## config.mk

```make
export PLATFORM = sky130hd
export DESIGN_NAME = bist_reseed_ctrl
export DESIGN_NICKNAME = d
export VERILOG_FILES = /design/src/rtl/bist_reseed_ctrl.sv
export SDC_FILE = /design/constraint.sdc
export NUM_CORES = 1
export LEC_CHECK = 0
export BUFFER_PORTS_ARGS = -buffer_cell sky130_fd_sc_hd__buf_2
export CORE_MARGIN = 3
export CORE_UTILIZATION = 30
export DETAILED_ROUTE_END_ITERATION = 10
export PLACE_DENSITY_LB_ADDON = 0.2
export SETUP_SLACK_MARGIN = 0.15
export SYNTH_ARGS = -nofsm -noshare
export SYNTH_HDL_FRONTEND = slang
export SYNTH_SLANG_ARGS = --single-unit
```

## constraint.sdc

```tcl
create_clock -name clk_i -period 1.4 [get_ports clk_i]
set_input_delay 0.28 -clock clk_i [delete_from_list [all_inputs] [get_ports clk_i]]
set_output_delay 0.28 -clock clk_i [all_outputs]
set_load 0.02 [all_outputs]
```

## src/rtl/bist_reseed_ctrl.sv

```systemverilog
module bist_reseed_ctrl #(
  parameter int PAT_W         = 8,
  parameter int RSP_W         = 8,
  parameter int SIG_W         = 8,
  parameter int N_SEEDS       = 4,
  parameter int PATS_PER_SEED = 16,
  parameter logic [PAT_W-1:0]         PAT_POLY = PAT_W'(8'hB8),
  parameter logic [SIG_W-1:0]         SIG_POLY = SIG_W'(8'h8E),
  parameter logic [N_SEEDS*PAT_W-1:0] SEED_TAB = (N_SEEDS*PAT_W)'(32'h5A00C301),
  parameter logic [SIG_W-1:0]         GOLDEN   = '0
) (
  input  logic             clk_i,
  input  logic             rst_i,
  input  logic             start_i,
  input  logic [RSP_W-1:0] rsp_i,
  output logic [PAT_W-1:0] pat_o,
  output logic             pat_vld_o,
  output logic             done_o,
  output logic             pass_o,
  output logic             fail_o
);
  localparam int SEED_AW = (N_SEEDS > 1) ? $clog2(N_SEEDS) : 1;
  localparam int CNT_W   = (PATS_PER_SEED > 1) ? $clog2(PATS_PER_SEED) : 1;
  localparam int FOLD_N  = RSP_W / SIG_W;
  localparam logic [SEED_AW-1:0] LAST_SEED = SEED_AW'(N_SEEDS - 1);
  localparam logic [CNT_W-1:0]   LAST_PAT  = CNT_W'(PATS_PER_SEED - 1);

  typedef enum logic [1:0] {S_IDLE, S_LOAD, S_RUN} state_t;

  state_t             state;
  logic [SEED_AW-1:0] seed_idx;
  logic [CNT_W-1:0]   pat_cnt;
  logic [PAT_W-1:0]   lfsr, lfsr_nxt, seed_raw, seed_fix;
  logic [SIG_W-1:0]   sig, sig_nxt, rsp_fold;
  logic               done_q, match_q, seed_rd;

  assign seed_rd  = (state == S_LOAD);
  assign seed_raw = SEED_TAB[seed_idx*PAT_W +: PAT_W];
  assign seed_fix = (seed_raw == '0) ? '1 : seed_raw;
  assign lfsr_nxt = {lfsr[PAT_W-2:0], ^(lfsr & PAT_POLY)};

  always_comb begin
    rsp_fold = '0;
    for (int i = 0; i < FOLD_N; i++) rsp_fold ^= rsp_i[i*SIG_W +: SIG_W];
  end

  generate
    if (SIG_W == 1) begin : g_sig1
      assign sig_nxt = (^(sig & SIG_POLY)) ^ rsp_fold;
    end else begin : g_sign
      assign sig_nxt = {sig[SIG_W-2:0], ^(sig & SIG_POLY)} ^ rsp_fold;
    end
  endgenerate

  always_ff @(posedge clk_i) begin
    if (rst_i) begin
      state    <= S_IDLE;
      seed_idx <= '0;
      pat_cnt  <= '0;
      lfsr     <= '0;
      sig      <= '0;
      done_q   <= 1'b0;
      match_q  <= 1'b0;
    end else begin
      case (state)
        S_IDLE: if (start_i) begin
          state    <= S_LOAD;
          seed_idx <= '0;
          sig      <= '0;
          done_q   <= 1'b0;
          match_q  <= 1'b0;
        end
        S_LOAD: begin
          lfsr    <= seed_fix;
          pat_cnt <= '0;
          state   <= S_RUN;
        end
        S_RUN: begin
          lfsr    <= lfsr_nxt;
          sig     <= sig_nxt;
          pat_cnt <= pat_cnt + CNT_W'(1);
          if (pat_cnt == LAST_PAT) begin
            if (seed_idx == LAST_SEED) begin
              state   <= S_IDLE;
              done_q  <= 1'b1;
              match_q <= (sig_nxt == GOLDEN);
            end else begin
              seed_idx <= seed_idx + SEED_AW'(1);
              state    <= S_LOAD;
            end
          end
        end
        default: state <= S_IDLE;
      endcase
    end
  end

  assign pat_o     = lfsr;
  assign pat_vld_o = (state == S_RUN);
  assign done_o    = done_q;
  assign pass_o    = done_q & match_q;
  assign fail_o    = done_q & ~match_q;
endmodule

```

# ---- Word-level counts from Yosys, hierarchy flattened
# Index checks and enable logic that the tools add are counted.
dict set report word_totals {
  regBits 26
  latchBits 0
  mem_bits_rw 0
  mem_bits_ro 0
  in_bits 11
  out_inout_bits 12
  elab_cells 53
  n_memories 0
}
dict set report classes {
  add_sub_neg 2
  mul 0
  div 0
  order_cmp 0
  eq_ne 8
  shifts 1
  n_mux 20
  n_bitwise 4
  n_reduce_logical 11
}
# operator n
set ops {}
lappend ops {{$pmux 8 s2} 2}
lappend ops {{$shiftx 32x6->8 const A} 1}
lappend ops {{$logic_not 8->1} 2}
lappend ops {{$mux 8} 2}
lappend ops {{$reduce_xor 8->1} 2}
lappend ops {{$mux 2} 5}
lappend ops {{$pmux 4 s2} 1}
lappend ops {{$reduce_and 4->1} 2}
lappend ops {{$xor 8x8->8} 1}
lappend ops {{$mux 1} 6}
lappend ops {{$pmux 2 s3} 1}
lappend ops {{$add 4x1->4 const B} 1}
lappend ops {{$eq 2x2->1 const B} 2}
lappend ops {{$eq 4x4->1 const B} 1}
lappend ops {{$ne 2x1->1 const B} 2}
lappend ops {{$ne 2x2->1 const B} 2}
lappend ops {{$pmux 1 s2} 2}
lappend ops {{$pmux 2 s2} 1}
lappend ops {{$reduce_and 2->1} 2}
lappend ops {{$reduce_bool 2->1} 2}
lappend ops {{$add 2x1->2 const B} 1}
lappend ops {{$and 1x1->1} 2}
lappend ops {{$eq 2x1->1 const B} 1}
lappend ops {{$logic_not 2->1} 1}
lappend ops {{$not 1->1} 1}

# ---- Longest topological paths before layout
dict set report depth {
  depth_word 6
  depth_mapped 8
  ltp_nobuf 6
}

# ---- Worst setup path after synthesis
# Ideal clock, no wire load.
dict set report synth_path {
  path_kind {register to register}
  start {reg state[0]}
  end {reg seed_idx[0]}
  setup_ns 0.067
  t_arrival_ns 1.395
  t_required_ns 1.333
  setup_slack_ns -0.063
  stages_incl_launch_ff 7
  path_buffers 0
  period_less_slack_ns 1.463
  path_cell_list {dfxtp_1 > inv_1 > ha_1 > mux2i_2 > a21o_1 > nand2_1 > a21oi_2}
}
dict set report synth_between {
  elab_chain_len 3
  word_cells_on_any_way 8
  classes_between {4 x eq/ne; 1 x mux; 3 x reduce/logical}
}
# item line
set synth_lines {}
lappend synth_lines {{from (decl)} 30} ;# state_t state;
lappend synth_lines {{from (signal assigned)} 57} ;# state <= S_IDLE;
lappend synth_lines {{from (signal assigned)} 67} ;# state <= S_LOAD;
lappend synth_lines {{from (signal assigned)} 76} ;# state <= S_RUN;
lappend synth_lines {{$eq 2x2->1 *} --}
lappend synth_lines {{net pat_vld_o} 17} ;# output logic pat_vld_o,
lappend synth_lines {{$ne 2x2->1 (no source line), or another cell as far along} --}
lappend synth_lines {{$reduce_and 4->1 (no source line)} --}
lappend synth_lines {{to (signal assigned)} 88} ;# seed_idx <= seed_idx + SEED_AW'(1);
lappend synth_lines {{to (decl)} 31} ;# logic [SEED_AW-1:0] seed_idx;
# The timed path passes the listed nets; every way through them passes the cells marked *.
# A chain may end at the register's enable or synchronous reset.

# ---- Worst setup path in the final report
dict set report layout_path {
  start {reg state[0]}
  end {out pat_vld_o}
}
dict set report layout_between {
  elab_chain_len 1
}
# item line
set layout_lines {}
lappend layout_lines {{$eq 2x2->1} 99} ;# assign pat_vld_o = (state == S_RUN);
lappend layout_lines {{to (decl)} 17}
# Every way passes these cells.

==> flow_summary_export.csv <==
group,metric,value,unit
outcome,status,"completed",
sta,fin_crit,1.34,ns
critical_path,startpoint_type,"flop",
cts,cts_buffer_depth,2,
power_and_ir_drop,p_total,3430,µW
critical_path,endpoint_kind,"primary output",
critical_path,crit_type,"flop to primary output",
cts,root_buffer,"clkbuf_8",
critical_path,critPathBufInv,2,
sta,hold_viol,0,
global_route,overflow,0,
sta,fin_crit_sh,0.957,
global_route,antenna_found_initial,0,
detailed_routing,drc_errors,0,
sta,relSlewSlack,0.813,
layout,antenna_cells,0,
detailed_routing,ant_nets,0,
layout,fin_area,1990,µm²
cts,cts.htree.levels,1,
detailed_routing,drt_iter0_drc,52,
logic_synthesis,ys_seq_area_frac,0.372,
power_and_ir_drop,ir_worst_vdd,0.000519,V
layout,multi_input_area,991,µm²
logic_synthesis,syn-instance-count,160,
logic_synthesis,yosysUniqueCellTypes,35,
layout,nets,219,
layout,seq_area,537,µm²
critical_path,worst_path_largest_cell_delay,0.34,ns
global_route,grt_pass1_wl,5800,µm
floorplanning,rows,24,
floorplanning,die-area,5520,µm²
logic_synthesis,synth_warnings,0,
logic_synthesis,avgSynthCellArea,8.75,µm²
cts,clock_latency,0.26,ns
logic_synthesis,synth.cell_area,1400,µm²
layout,final_common_cell,"buf_2",
placed_design,gp_congestion,0.750,
floorplanning,die_h,74.3,µm
critical_path,crit_path_max_fanout,6,
critical_path,arrival,1.06,ns
detailed_routing,vias_per_cell,5.04,
floorplanning,core_area,4440,µm²
sta,fmax,747,MHz
global_route,grt_pass1_vias,1299,
critical_path,crit_chain,"inv_4 -> ha_4 -> buf_6",
layout,synthToLayoutAreaGrowth,42.4,%
logic_synthesis,synth_nets,180,
detailed_routing,first_pass_iters,3,
floorplanning,die_w,74.3,µm
layout,n_fill_cell,455,
sta,slew_viol_final,0,
sta,worstMarginPinSlew,0.278,ns
sta,setup_violations,0,
detailed_routing,finalWirelength,3520,µm
global_route,grt_max_degree,26,
power_and_ir_drop,p_leak,0.000808,µW
floorplanning,start_util,0.315,
cts,clk_pin_slew,0.08,ns
detailed_routing,routedWlPerCell,14.1,µm
placed_design,portBuffers,22,
global_route,grt_use_total,0.132,
layout,drive_gt1_frac,0.431,
cts,clock-sinks,26,
sta,rsz0062_at_grt,"yes",
layout,final_cell_mix,"buf_2 (21), dfxtp_1 (19), nor2_1 (14)",
sta,clock_skew,0.00268,ns
min_path,worstHoldPathType,"input port to flop",
run,maxCapViolCount,0,
cts,cts_made_buffers,3,
critical_path,cp_slowest_cell,"dfxtp_2",
critical_path,crit_family,"flip-flops",
floorplanning,ios,23,
cts,hold_buffers,0,
critical_path,worstPathRequired,1.12,ns
power_and_ir_drop,power_density,1720,nW/µm²
logic_synthesis,ys_ff_latch,26,
cts,cts_tree,"built",
detailed_routing,via_count,1254,
placed_design,dpl.hpwl,2240,µm
placed_design,placed_cell_area,1620,µm²
sta,setup_tns,0,ns
==> state kept, by name, summed over array words and instances, names as in the netlist <==
name	cells
pat_o	8
sig	8
pat_cnt	4
state	2
match_q	1
seed_idx	2
done_o	1
==> metal layers <==
metal | global-route usage | part of all wire | wire [µm]
met2 | 0.237 | 0.52 | 1840
met1 | 0.156 | 0.44 | 1540
met5 | 0 | 0 | 0
met4 | 0.0217 | 0.0037 | 13
met3 | 0.0419 | 0.036 | 125
==> path summary, 6_finish.rpt <==
check / start / endpoint / slack [ns] / cells past startpoint
worst max register to register: state[1] / seed_idx[1] / 0.06 / 6
worst max-delay path: state[0] / pat_vld_o / 0.06 / 3
worst min-delay path: rst_i / done_o / 0.25 / 2
worst min register to register: sig[0] / sig[0] / 0.49 / 2
==> cell families (layout without fill, tap and decap cells) <==
group	after synthesis	after routing	synth area share
compound gates	42	42	0.196
xor+xnor	13	13	0.0912
fa+ha+maj	9	9	0.0804
buf+inv	15	52	0.0465
flops	26	26	0.372
mux	4	4	0.0313
simple gates	51	51	0.183
==> power breakdown <==
group          switching (µW)  total (µW)  internal [µW]
clock                     222         414            193
sequential                147        1030            878
combinational             971        1990           1020
total                    1340        3430           2090
==> synth_stat cells <==
library cell  number  area (µm²)
dfxtp_1           26         521
nor2_1            17        63.8
a21oi_1           14        70.1
nand2_1           11        41.3
a22oi_1            9        67.6
ha_1               9         113
nand2b_1           8        50.1
xor2_1             8        70.1
inv_1              7        26.3
clkbuf_1           4        15.0
o211ai_1           4        30.0
o21ai_1            4        20.0
xnor2_1            4        35.0
a211oi_1           3        22.5
mux2i_1            3        30.0
nand3_1            3        15.0
nor4_1             3        18.8
a21oi_2            2        17.5
and3_1             2        12.5
buf_4              2        15.0
nand3b_1           2        15.0
nor2b_1            2        12.5
a21o_1             1        7.51
a2bb2oi_1          1        8.76
a31oi_1            1        6.26
a41o_1             1        10.0
and2_1             1        6.26
and2b_4            1        10.0
buf_2              1        5.00
inv_2              1        3.75
mux2i_2            1        13.8
nor2_4             1        11.3
o21ai_0            1        5.00
o41ai_1            1        8.76
xnor3_1            1        22.5
==> layout make-up <==
cell class	count	share of cell area
Clock buffer	3	0.0207
Inverter	8	0.0188
Multi-Input combinational cell	119	0.497
Sequential cell	26	0.269
Tap cell	52	0.0326
Timing Repair Buffer	41	0.162
==> metrics by stage <==
step	util	setup WS [ns]	hold WS, ns	std cells
after CTS	0.412	0.0453	0.245	244
after floorplan	-	0.112	0.448	160
after global routing	0.449	-0.0439	0.245	249
after global placement	0.365	0.0375	0.461	231
after detailed placement	0.365	0.00671	0.464	231
final	0.449	0.0604	0.249	249
==> timing repair <==
action,CTS,global route
pin swaps,18,17
cloned,0,1
buffers inserted,10,4
setup endpoints to repair,23,26
resized for setup,18,28
No activity file was read; power rests on OpenSTA's default activity.
